`config.mk`:
```
export PLATFORM = sky130hd
export DESIGN_NAME = rl_cluster_packer
export DESIGN_NICKNAME = d
export VERILOG_FILES = /design/src/rtl/rlcp_pkg.sv /design/src/rtl/rlcp_collector.sv /design/src/rtl/rlcp_emitter.sv /design/src/rtl/rlcp_addr.sv /design/src/rtl/rl_cluster_packer.sv
export SDC_FILE = /design/constraint.sdc
export NUM_CORES = 1
export LEC_CHECK = 0
export ABC_CLOCK_PERIOD_IN_PS = 7400
export BUFFER_PORTS_ARGS = -buffer_cell sky130_fd_sc_hd__buf_2
export CORE_MARGIN = 3
export CORE_UTILIZATION = 55
export DETAILED_ROUTE_END_ITERATION = 16
export PLACE_DENSITY_LB_ADDON = 0.08
export SYNTH_ARGS = -nofsm -noshare
export SYNTH_HDL_FRONTEND = slang
export SYNTH_SLANG_ARGS = --single-unit
```
`constraint.sdc`:
```
create_clock -name clk -period 7.4 [get_ports clk]
set_input_delay 0.74 -clock clk [delete_from_list [all_inputs] [get_ports clk]]
set_output_delay 0.74 -clock clk [all_outputs]
set_load 0.01 [all_outputs]
```
`src/rtl/rlcp_pkg.sv`:
```
package rlcp_pkg;

    // Collector: is a cluster being assembled?
    typedef enum logic [1:0] {
        CL_IDLE,
        CL_OPEN,
        CL_HALT
    } coll_state_e;

    // Emitter: burst of one cluster to memory
    typedef enum logic [1:0] {
        EM_IDLE,
        EM_SEND,
        EM_HALT
    } emit_state_e;

endpackage

```
`src/rtl/rlcp_collector.sv`:
```
module rlcp_collector
    import rlcp_pkg::*;
#(
    parameter int WORD_W      = 16,
    parameter int EVENTS      = 7,
    parameter int FORCE_TICKS = 65536
) (
    input  logic                         clk,
    input  logic                         rst_n,
    input  logic                         tick,
    input  logic [WORD_W-1:0]            sample,
    input  logic                         stop,
    input  logic                         emit_idle,
    output logic                         close_v,
    output logic                         close_last,
    output logic [(EVENTS+1)*WORD_W-1:0] close_words,
    output logic                         stop_empty
);

    localparam int CNT_W   = $clog2(EVENTS + 1);
    localparam int SINCE_W = $clog2(FORCE_TICKS);
    localparam logic [SINCE_W-1:0] FORCE_LAST = SINCE_W'(FORCE_TICKS - 1);
    localparam logic [CNT_W-1:0]   FULL_IDX   = CNT_W'(EVENTS - 1);

    coll_state_e state_q, state_n;

    logic [WORD_W-1:0]  ts_q, ts_n;
    logic [WORD_W-1:0]  prev_q, prev_n;
    logic [WORD_W-1:0]  cl_ts_q, cl_ts_n;
    logic [SINCE_W-1:0] since_q, since_n;
    logic [CNT_W-1:0]   cnt_q, cnt_n;
    logic [WORD_W-1:0]  ev_q [EVENTS];
    logic [WORD_W-1:0]  ev_n [EVENTS];
    logic               stop_pend_q;
    logic               close_v_q, close_last_q, stop_empty_q;
    logic [(EVENTS+1)*WORD_W-1:0] close_words_q, snap;

    logic stop_go, step, chg, force_hit;
    logic do_close, last_n, empty_n;

    assign stop_go   = stop_pend_q && emit_idle && !close_v_q && (state_q != CL_HALT);
    assign step      = tick && (state_q != CL_HALT) && !stop_go;
    assign chg       = (sample != prev_q);
    assign force_hit = (since_q == FORCE_LAST);

    // Next state and next cluster contents
    always_comb begin
        state_n  = state_q;
        cl_ts_n  = cl_ts_q;
        since_n  = since_q;
        cnt_n    = cnt_q;
        ev_n     = ev_q;
        do_close = 1'b0;
        last_n   = 1'b0;
        empty_n  = 1'b0;
        if (stop_go) begin
            if (state_q == CL_OPEN) begin
                do_close = 1'b1;
                last_n   = 1'b1;
            end else begin
                empty_n  = 1'b1;
            end
            state_n = CL_HALT;
        end else if (step) begin
            unique case (state_q)
                CL_IDLE: begin
                    if (chg || force_hit) begin
                        state_n  = CL_OPEN;
                        cl_ts_n  = ts_q;
                        ev_n[0]  = sample;
                        cnt_n    = CNT_W'(1);
                        since_n  = '0;
                    end else begin
                        since_n  = since_q + 1'b1;
                    end
                end
                CL_OPEN: begin
                    since_n = since_q + 1'b1;
                    if (chg) begin
                        ev_n[cnt_q] = sample;
                        cnt_n       = cnt_q + 1'b1;
                        if (cnt_q == FULL_IDX) begin
                            do_close = 1'b1;
                            state_n  = CL_IDLE;
                        end
                    end else begin
                        do_close = 1'b1;
                        state_n  = CL_IDLE;
                    end
                end
                CL_HALT: ;
                default: ;
            endcase
        end
    end

    assign ts_n   = step ? ts_q + 1'b1 : ts_q;
    assign prev_n = step ? sample : prev_q;

    // Snapshot of the closing cluster: unused slots repeat the last sample
    assign snap[WORD_W-1:0] = cl_ts_q;
    for (genvar k = 0; k < EVENTS; k++) begin : g_slot
        assign snap[(k+1)*WORD_W +: WORD_W] = (CNT_W'(k) < cnt_n) ? ev_n[k] : prev_q;
    end

    // State register
    always_ff @(posedge clk) begin
        if (!rst_n) state_q <= CL_IDLE;
        else        state_q <= state_n;
    end

    // Data and output registers
    always_ff @(posedge clk) begin
        if (!rst_n) begin
            ts_q          <= '0;
            prev_q        <= '0;
            cl_ts_q       <= '0;
            since_q       <= FORCE_LAST;
            cnt_q         <= '0;
            for (int i = 0; i < EVENTS; i++) ev_q[i] <= '0;
            stop_pend_q   <= 1'b0;
            close_v_q     <= 1'b0;
            close_last_q  <= 1'b0;
            stop_empty_q  <= 1'b0;
            close_words_q <= '0;
        end else begin
            ts_q          <= ts_n;
            prev_q        <= prev_n;
            cl_ts_q       <= cl_ts_n;
            since_q       <= since_n;
            cnt_q         <= cnt_n;
            ev_q          <= ev_n;
            stop_pend_q   <= stop_go ? 1'b0 : (stop_pend_q | stop);
            close_v_q     <= do_close;
            close_last_q  <= last_n;
            stop_empty_q  <= empty_n;
            if (do_close) close_words_q <= snap;
        end
    end

    assign close_v     = close_v_q;
    assign close_last  = close_last_q;
    assign close_words = close_words_q;
    assign stop_empty  = stop_empty_q;

    a_r4_force_window: assert property (@(posedge clk) disable iff (!rst_n)
        since_q <= FORCE_LAST)
        else $error("R4: tick distance since last opening exceeds forcing interval");

    a_r3_quiet_no_close: assert property (@(posedge clk) disable iff (!rst_n)
        (state_q == CL_IDLE && step && !chg) |=> !close_v_q)
        else $error("R3: unchanged tick with no open cluster closed something");

    a_r9_slot_bound: assert property (@(posedge clk) disable iff (!rst_n)
        (state_q == CL_OPEN) |-> (cnt_q >= CNT_W'(1) && cnt_q <= FULL_IDX))
        else $error("R9: open cluster holds an impossible event count");

    a_r8_halt_final: assert property (@(posedge clk) disable iff (!rst_n)
        (state_q == CL_HALT) |=> (state_q == CL_HALT && !close_v_q))
        else $error("R8: collector left halt or closed a cluster after stop");

endmodule

```
`src/rtl/rlcp_emitter.sv`:
```
module rlcp_emitter
    import rlcp_pkg::*;
#(
    parameter int WORD_W = 16,
    parameter int EVENTS = 7
) (
    input  logic                         clk,
    input  logic                         rst_n,
    input  logic                         close_v,
    input  logic                         close_last,
    input  logic [(EVENTS+1)*WORD_W-1:0] close_words,
    input  logic                         stop_empty,
    input  logic [$clog2(EVENTS+1)-1:0]  addr_lo,
    output logic                         wr_en,
    output logic [WORD_W-1:0]            wr_data,
    output logic                         emit_idle,
    output logic                         halted
);

    localparam int WORDS  = EVENTS + 1;
    localparam int BEAT_W = $clog2(WORDS);
    localparam logic [BEAT_W-1:0] BEAT_LAST = BEAT_W'(WORDS - 1);

    emit_state_e state_q, state_n;
    logic [BEAT_W-1:0]       beat_q, beat_n;
    logic [WORDS*WORD_W-1:0] buf_q, buf_n;
    logic                    fin_q, fin_n;

    always_comb begin
        state_n = state_q;
        beat_n  = beat_q;
        buf_n   = buf_q;
        fin_n   = fin_q;
        unique case (state_q)
            EM_IDLE: begin
                if (close_v) begin
                    state_n = EM_SEND;
                    beat_n  = '0;
                    buf_n   = close_words;
                    fin_n   = close_last;
                end else if (stop_empty) begin
                    state_n = EM_HALT;
                end
            end
            EM_SEND: begin
                if (beat_q == BEAT_LAST) begin
                    if (fin_q) begin
                        state_n = EM_HALT;
                    end else if (close_v) begin
                        beat_n = '0;
                        buf_n  = close_words;
                        fin_n  = close_last;
                    end else begin
                        state_n = EM_IDLE;
                    end
                end else begin
                    beat_n = beat_q + 1'b1;
                    buf_n  = buf_q >> WORD_W;
                end
            end
            EM_HALT: ;
            default: state_n = EM_IDLE;
        endcase
    end

    always_ff @(posedge clk) begin
        if (!rst_n) state_q <= EM_IDLE;
        else        state_q <= state_n;
    end

    always_ff @(posedge clk) begin
        if (!rst_n) begin
            beat_q <= '0;
            buf_q  <= '0;
            fin_q  <= 1'b0;
        end else begin
            beat_q <= beat_n;
            buf_q  <= buf_n;
            fin_q  <= fin_n;
        end
    end

    assign wr_en     = (state_q == EM_SEND);
    assign wr_data   = buf_q[WORD_W-1:0];
    assign emit_idle = (state_q == EM_IDLE);
    assign halted    = (state_q == EM_HALT);

    a_r1_no_overrun: assert property (@(posedge clk) disable iff (!rst_n)
        close_v |-> (state_q == EM_IDLE || (state_q == EM_SEND && beat_q == BEAT_LAST)))
        else $error("R1: cluster arrived while a burst was still in progress");

    a_r1_aligned_start: assert property (@(posedge clk) disable iff (!rst_n)
        (state_q == EM_SEND && beat_q == '0) |-> (addr_lo == '0))
        else $error("R1: cluster does not start on an aligned address");

    a_r1_burst_unbroken: assert property (@(posedge clk) disable iff (!rst_n)
        (state_q == EM_SEND && beat_q != BEAT_LAST) |=> (state_q == EM_SEND))
        else $error("R1: burst broken before its last word");

    a_r8_halt_sticky: assert property (@(posedge clk) disable iff (!rst_n)
        (state_q == EM_HALT) |=> (state_q == EM_HALT))
        else $error("R8: emitter left halt");

endmodule

```
`src/rtl/rlcp_addr.sv`:
```
module rlcp_addr #(
    parameter int ROW_BITS = 15,
    parameter int COL_BITS = 9
) (
    input  logic                         clk,
    input  logic                         rst_n,
    input  logic                         inc,
    output logic [ROW_BITS+COL_BITS-1:0] addr,
    output logic                         round
);

    localparam int ADDR_W = ROW_BITS + COL_BITS;

    logic [ADDR_W-1:0] ptr_q;
    logic              round_q;
    logic              at_end;

    assign at_end = (ptr_q == {ADDR_W{1'b1}});

    always_ff @(posedge clk) begin
        if (!rst_n) begin
            ptr_q   <= '0;
            round_q <= 1'b0;
        end else if (inc) begin
            ptr_q <= ptr_q + 1'b1;
            if (at_end) round_q <= 1'b1;
        end
    end

    assign addr  = ptr_q;
    assign round = round_q;

    a_r7_addr_step: assert property (@(posedge clk) disable iff (!rst_n)
        inc |=> (addr == $past(addr) + 1'b1))
        else $error("R7: address did not advance by one per word");

    a_r7_round_on_wrap: assert property (@(posedge clk) disable iff (!rst_n)
        (inc && addr == {ADDR_W{1'b1}}) |=> (round && addr == '0))
        else $error("R7: wrap of the last row not flagged");

    a_r7_round_sticky: assert property (@(posedge clk) disable iff (!rst_n)
        round |=> round)
        else $error("R7: round flag dropped");

endmodule

```
`src/rtl/rl_cluster_packer.sv`:
```
module rl_cluster_packer #(
    parameter int WORD_W      = 16,
    parameter int EVENTS      = 7,
    parameter int ROW_BITS    = 15,
    parameter int COL_BITS    = 9,
    parameter int FORCE_TICKS = 65536
) (
    input  logic                         clk,
    input  logic                         rst_n,
    input  logic                         tick,
    input  logic [WORD_W-1:0]            sample,
    input  logic                         stop,
    output logic                         wr_en,
    output logic [ROW_BITS+COL_BITS-1:0] wr_addr,
    output logic [WORD_W-1:0]            wr_data,
    output logic                         round,
    output logic                         stop_done,
    output logic [ROW_BITS+COL_BITS-1:0] stop_pos
);

    localparam int WORDS  = EVENTS + 1;
    localparam int BEAT_W = $clog2(WORDS);

    logic                    close_v, close_last, stop_empty, emit_idle;
    logic [WORDS*WORD_W-1:0] close_words;

    rlcp_collector #(
        .WORD_W      (WORD_W),
        .EVENTS      (EVENTS),
        .FORCE_TICKS (FORCE_TICKS)
    ) u_coll (
        .clk         (clk),
        .rst_n       (rst_n),
        .tick        (tick),
        .sample      (sample),
        .stop        (stop),
        .emit_idle   (emit_idle),
        .close_v     (close_v),
        .close_last  (close_last),
        .close_words (close_words),
        .stop_empty  (stop_empty)
    );

    rlcp_emitter #(
        .WORD_W (WORD_W),
        .EVENTS (EVENTS)
    ) u_emit (
        .clk         (clk),
        .rst_n       (rst_n),
        .close_v     (close_v),
        .close_last  (close_last),
        .close_words (close_words),
        .stop_empty  (stop_empty),
        .addr_lo     (wr_addr[BEAT_W-1:0]),
        .wr_en       (wr_en),
        .wr_data     (wr_data),
        .emit_idle   (emit_idle),
        .halted      (stop_done)
    );

    rlcp_addr #(
        .ROW_BITS (ROW_BITS),
        .COL_BITS (COL_BITS)
    ) u_addr (
        .clk   (clk),
        .rst_n (rst_n),
        .inc   (wr_en),
        .addr  (wr_addr),
        .round (round)
    );

    assign stop_pos = stop_done ? wr_addr : '0;

    a_r8_quiet_after_stop: assert property (@(posedge clk) disable iff (!rst_n)
        stop_done |-> (!wr_en && stop_pos == wr_addr))
        else $error("R8: write or moving position after stop");

endmodule

```
==> run metrics <==
outcome=complete, no violations; Die Ht=199 um; ys flop type=dfxtp_1; max cap viols=0; Setup crit start kind=flip-flop; Reg2Reg Launch Point=u_emit.state_q[0]$_SDFFE_PN0P_; post-CTS resize count=0; Site Rows=70; leakage=slightly below 0.009 uW; initial core utilization=between 50% and 60%; post-route minimum period=roughly 4.1 ns; fillers=3,291; Final TNS setup=0 ns; 1st-iter DRT viols=~1.4k; P per Cell Area=248 nW/um^2; Post-CTS Hold Fix Bufs=0; final net count=2,242; most frequent cells in the layout=471 x dfxtp_1, 310 x nor2_1, 168 x nand2_1; Yosys top cell by area=dfxtp_1; crit-path cells=nor2b_1 -> nand2b_4 -> nand2_4 -> buf_4 -> mux2_2 -> nor2_1; Hold Path Class=reg2reg; layout cells sized above 1=between 15 and 20%; Clock transition at path regs=about 0.060 ns; Root Driver=clkbuf_16; most common cell after layout, fill and taps aside=dfxtp_1; Synth top area share=between 40% and 50%; Synth cell types=70; Required @ worst endpoint=7.85 ns; gr usage total=approximately 28%; Worst path top cell family by delay=simple AND/OR/NAND/NOR gates; biggest cell delay along the critical path=0.85 ns; Core Util, Final=60.6%; CTS max path bufs=3; YS warnings=0; diode count=0; r2r endpoint=u_emit.beat_q[0]$_SDFFE_PN0P_; Post-Syn Nets=between 2k and 2.5k; CP Class=reg2reg; clock sinks=~470; RSZ-0062 raised after global routing=no; critical path buffer and inverter count=1; Post-route DRC=0; CTS H-tree depth=2; post-route design area=between 20,000 and 25,000 um^2; capture point of the critical path=u_emit.beat_q[0]$_SDFFE_PN0P_; TritonRoute pass-1 iters=8; largest net degree at the start of global routing=95; critical path capture point type=flip-flop; Final Hold Viols=0; syn avg cell area=between 8 and 9 um^2; CTS tree=yes; Post-Syn Area=between 20,000 and 25,000 um^2; Top Ports=a little under 90; Final Cycle Share=55.4%; DR WL/cell=20.3 um; Area Growth Syn to Fin=8.33%; global route overflow=0; Slew @ Worst Pin=roughly 1.2 ns; core area=between 30,000 and 40,000 um^2; FF+latch area=about 9500 um^2; Crit path arrival time=around 4.5 ns; slowest stage cell on the critical path=nor2b_1; Max Transition Viols Final=0; final setup violation count=0; sequential share of the synthesized area=46.2%; clock skew=0.0158 ns; dominant cells by area after synthesis=dfxtp_1 46%, mux2i_1 6.3%, o221a_2 6.2%; first-pass GRT wire length=around 90,000 um; Slew HR=22.2%; fraction of registers with async set/reset=0%; Post-Syn Instances=2,296; Stages on worst setup path=6; R2R setup slack=3.30 ns; Multi-input gate area=about 9500 um^2; detailed-route via count=~16k; post-route antenna net violation count=0; DIE AREA=39,600 um^2; Pwr Total=between 5000 and 6000 uW; Clock Latency Late Sink=just under 0.6 ns; dpl hpwl=32,200 um; Synth Register Bits=472; FF-to-FF path depth=6; CTS Buf Count=49; Max Clock Freq=between 0.2 and 0.25 GHz; Via-to-Cell Ratio=about 6.0; WL final=approximately 55,000 um; IR drop worst, VDD=between 0.15 and 0.2 mV; GPL Wtd Cong=slightly above 0.8; Die X=just under 200 um; worst setup path start=u_emit.state_q[0]$_SDFFE_PN0P_; number of synthesized flops with an enable pin=0; postcts setup bufs=0; critical path peak fanout=75; initial antenna violation count=0; Placed Area=about 21,000 um^2; WHS=~0.45 ns; vias in the first global route=between 15k and 20k; PortBufs=86
## cells by family after synthesis
logic type	synth area share [%]
buffers and inverters	7.70
AND/OR/NAND/NOR	17.5
flip-flops	46.2
multiplexers	7.30
adder cells (fa/ha/maj)	0.428
XOR/XNOR	2.40
AO/OA/AOI/OAI	18.5
## tightest hold or removal path: stages (launching register included)
cell	delay (ns)
dfxtp_1	0.31
nand2_1	0.05
a21oi_1	0.05
## routing by layer
layer	vias up	part of all wire [%]	GRT usage (%)
met5	-	0	0
met4	0	2.0	7.94
met3	82	6.6	4.00
met2	523	46	45.8
met1	7966	46	38.5
li1	7855	-	-
## synthesized netlist by cell type (40+ instances only)
cell type,count
nand3_1,128
clkbuf_1,144
nor2_1,311
and2_1,50
xor2_1,48
inv_1,119
mux2i_1,129
a21oi_1,94
buf_2,50
o221a_2,112
o21ai_1,40
dfxtp_1,472
nand2_1,169
a31oi_1,112
## sequential cells by signal, indices dropped and copies added, names as in the netlist
| name | count |
|---|---|
| u_addr.addr | 24 |
| u_emit.beat_q | 3 |
| u_coll.ev_q | 112 |
| u_addr.round | 1 |
| u_coll.stop_empty | 1 |
| u_coll.cnt_q | 3 |
| u_emit.buf_q | 128 |
| u_coll.close_v | 1 |
| u_coll.close_words | 128 |
| u_coll.cl_ts_q | 16 |
| u_coll.state_q | 2 |
| u_coll.ts_q | 16 |
| u_coll.prev_q | 16 |
| u_coll.since_q | 16 |
| u_coll.stop_pend_q | 1 |
| u_coll.close_last | 1 |
| u_emit.state_q | 2 |
| u_emit.fin_q | 1 |
## final cells by class
type | count | share of cell area [%]
flip-flops and latches | 472 | 42.6
clock inverters | 10 | 0.474
clock buffers | 77 | 6.59
well taps | 468 | 2.64
inverters | 120 | 2.05
repair buffers | 109 | 2.76
multi-input cells | 1463 | 42.9
## per-stage QoR
| stage | cells | worst slack, ns |
|---|---|---|
| CTS | 2718 | 3.29 |
| global placement | 2631 | 3.40 |
| floorplan | 2296 | 4.52 |
| detailed placement | 2631 | 3.31 |
| global route | 2719 | 3.02 |
| finish | 2719 | 3.30 |
## how the worst min path moves through the flow
| stage | from | to | depth (start not counted) |
|---|---|---|---|
| after detailed placement | u_coll.close_words[121]$_SDFFE_PN0P_ | u_emit.buf_q[121]$_SDFFE_PN0P_ | 2 |
| after CTS | stop | u_coll.stop_pend_q$_SDFF_PP0_ | 3 |
| after global placement | u_coll.close_words[115]$_SDFFE_PN0P_ | u_emit.buf_q[115]$_SDFFE_PN0P_ | 2 |
| final | u_coll.close_words[123]$_SDFFE_PN0P_ | u_emit.buf_q[123]$_SDFFE_PN0P_ | 2 |
| after floorplan | u_coll.cl_ts_q[0]$_SDFFE_PN0P_ | u_coll.close_words[0]$_SDFFE_PN0P_ | 2 |
| after global routing | u_coll.close_words[118]$_SDFFE_PN0P_ | u_emit.buf_q[118]$_SDFFE_PN0P_ | 2 |
## report_power, final
part | internal [uW] | total [uW] | switching [uW]
Combinational | 135 | 410 | 275
Sequential | 2610 | 2680 | 75.1
Clock | 1390 | 2400 | 1010
Total | 4130 | 5490 | 1360
Note: power is estimated with default switching activity, not from simulation.
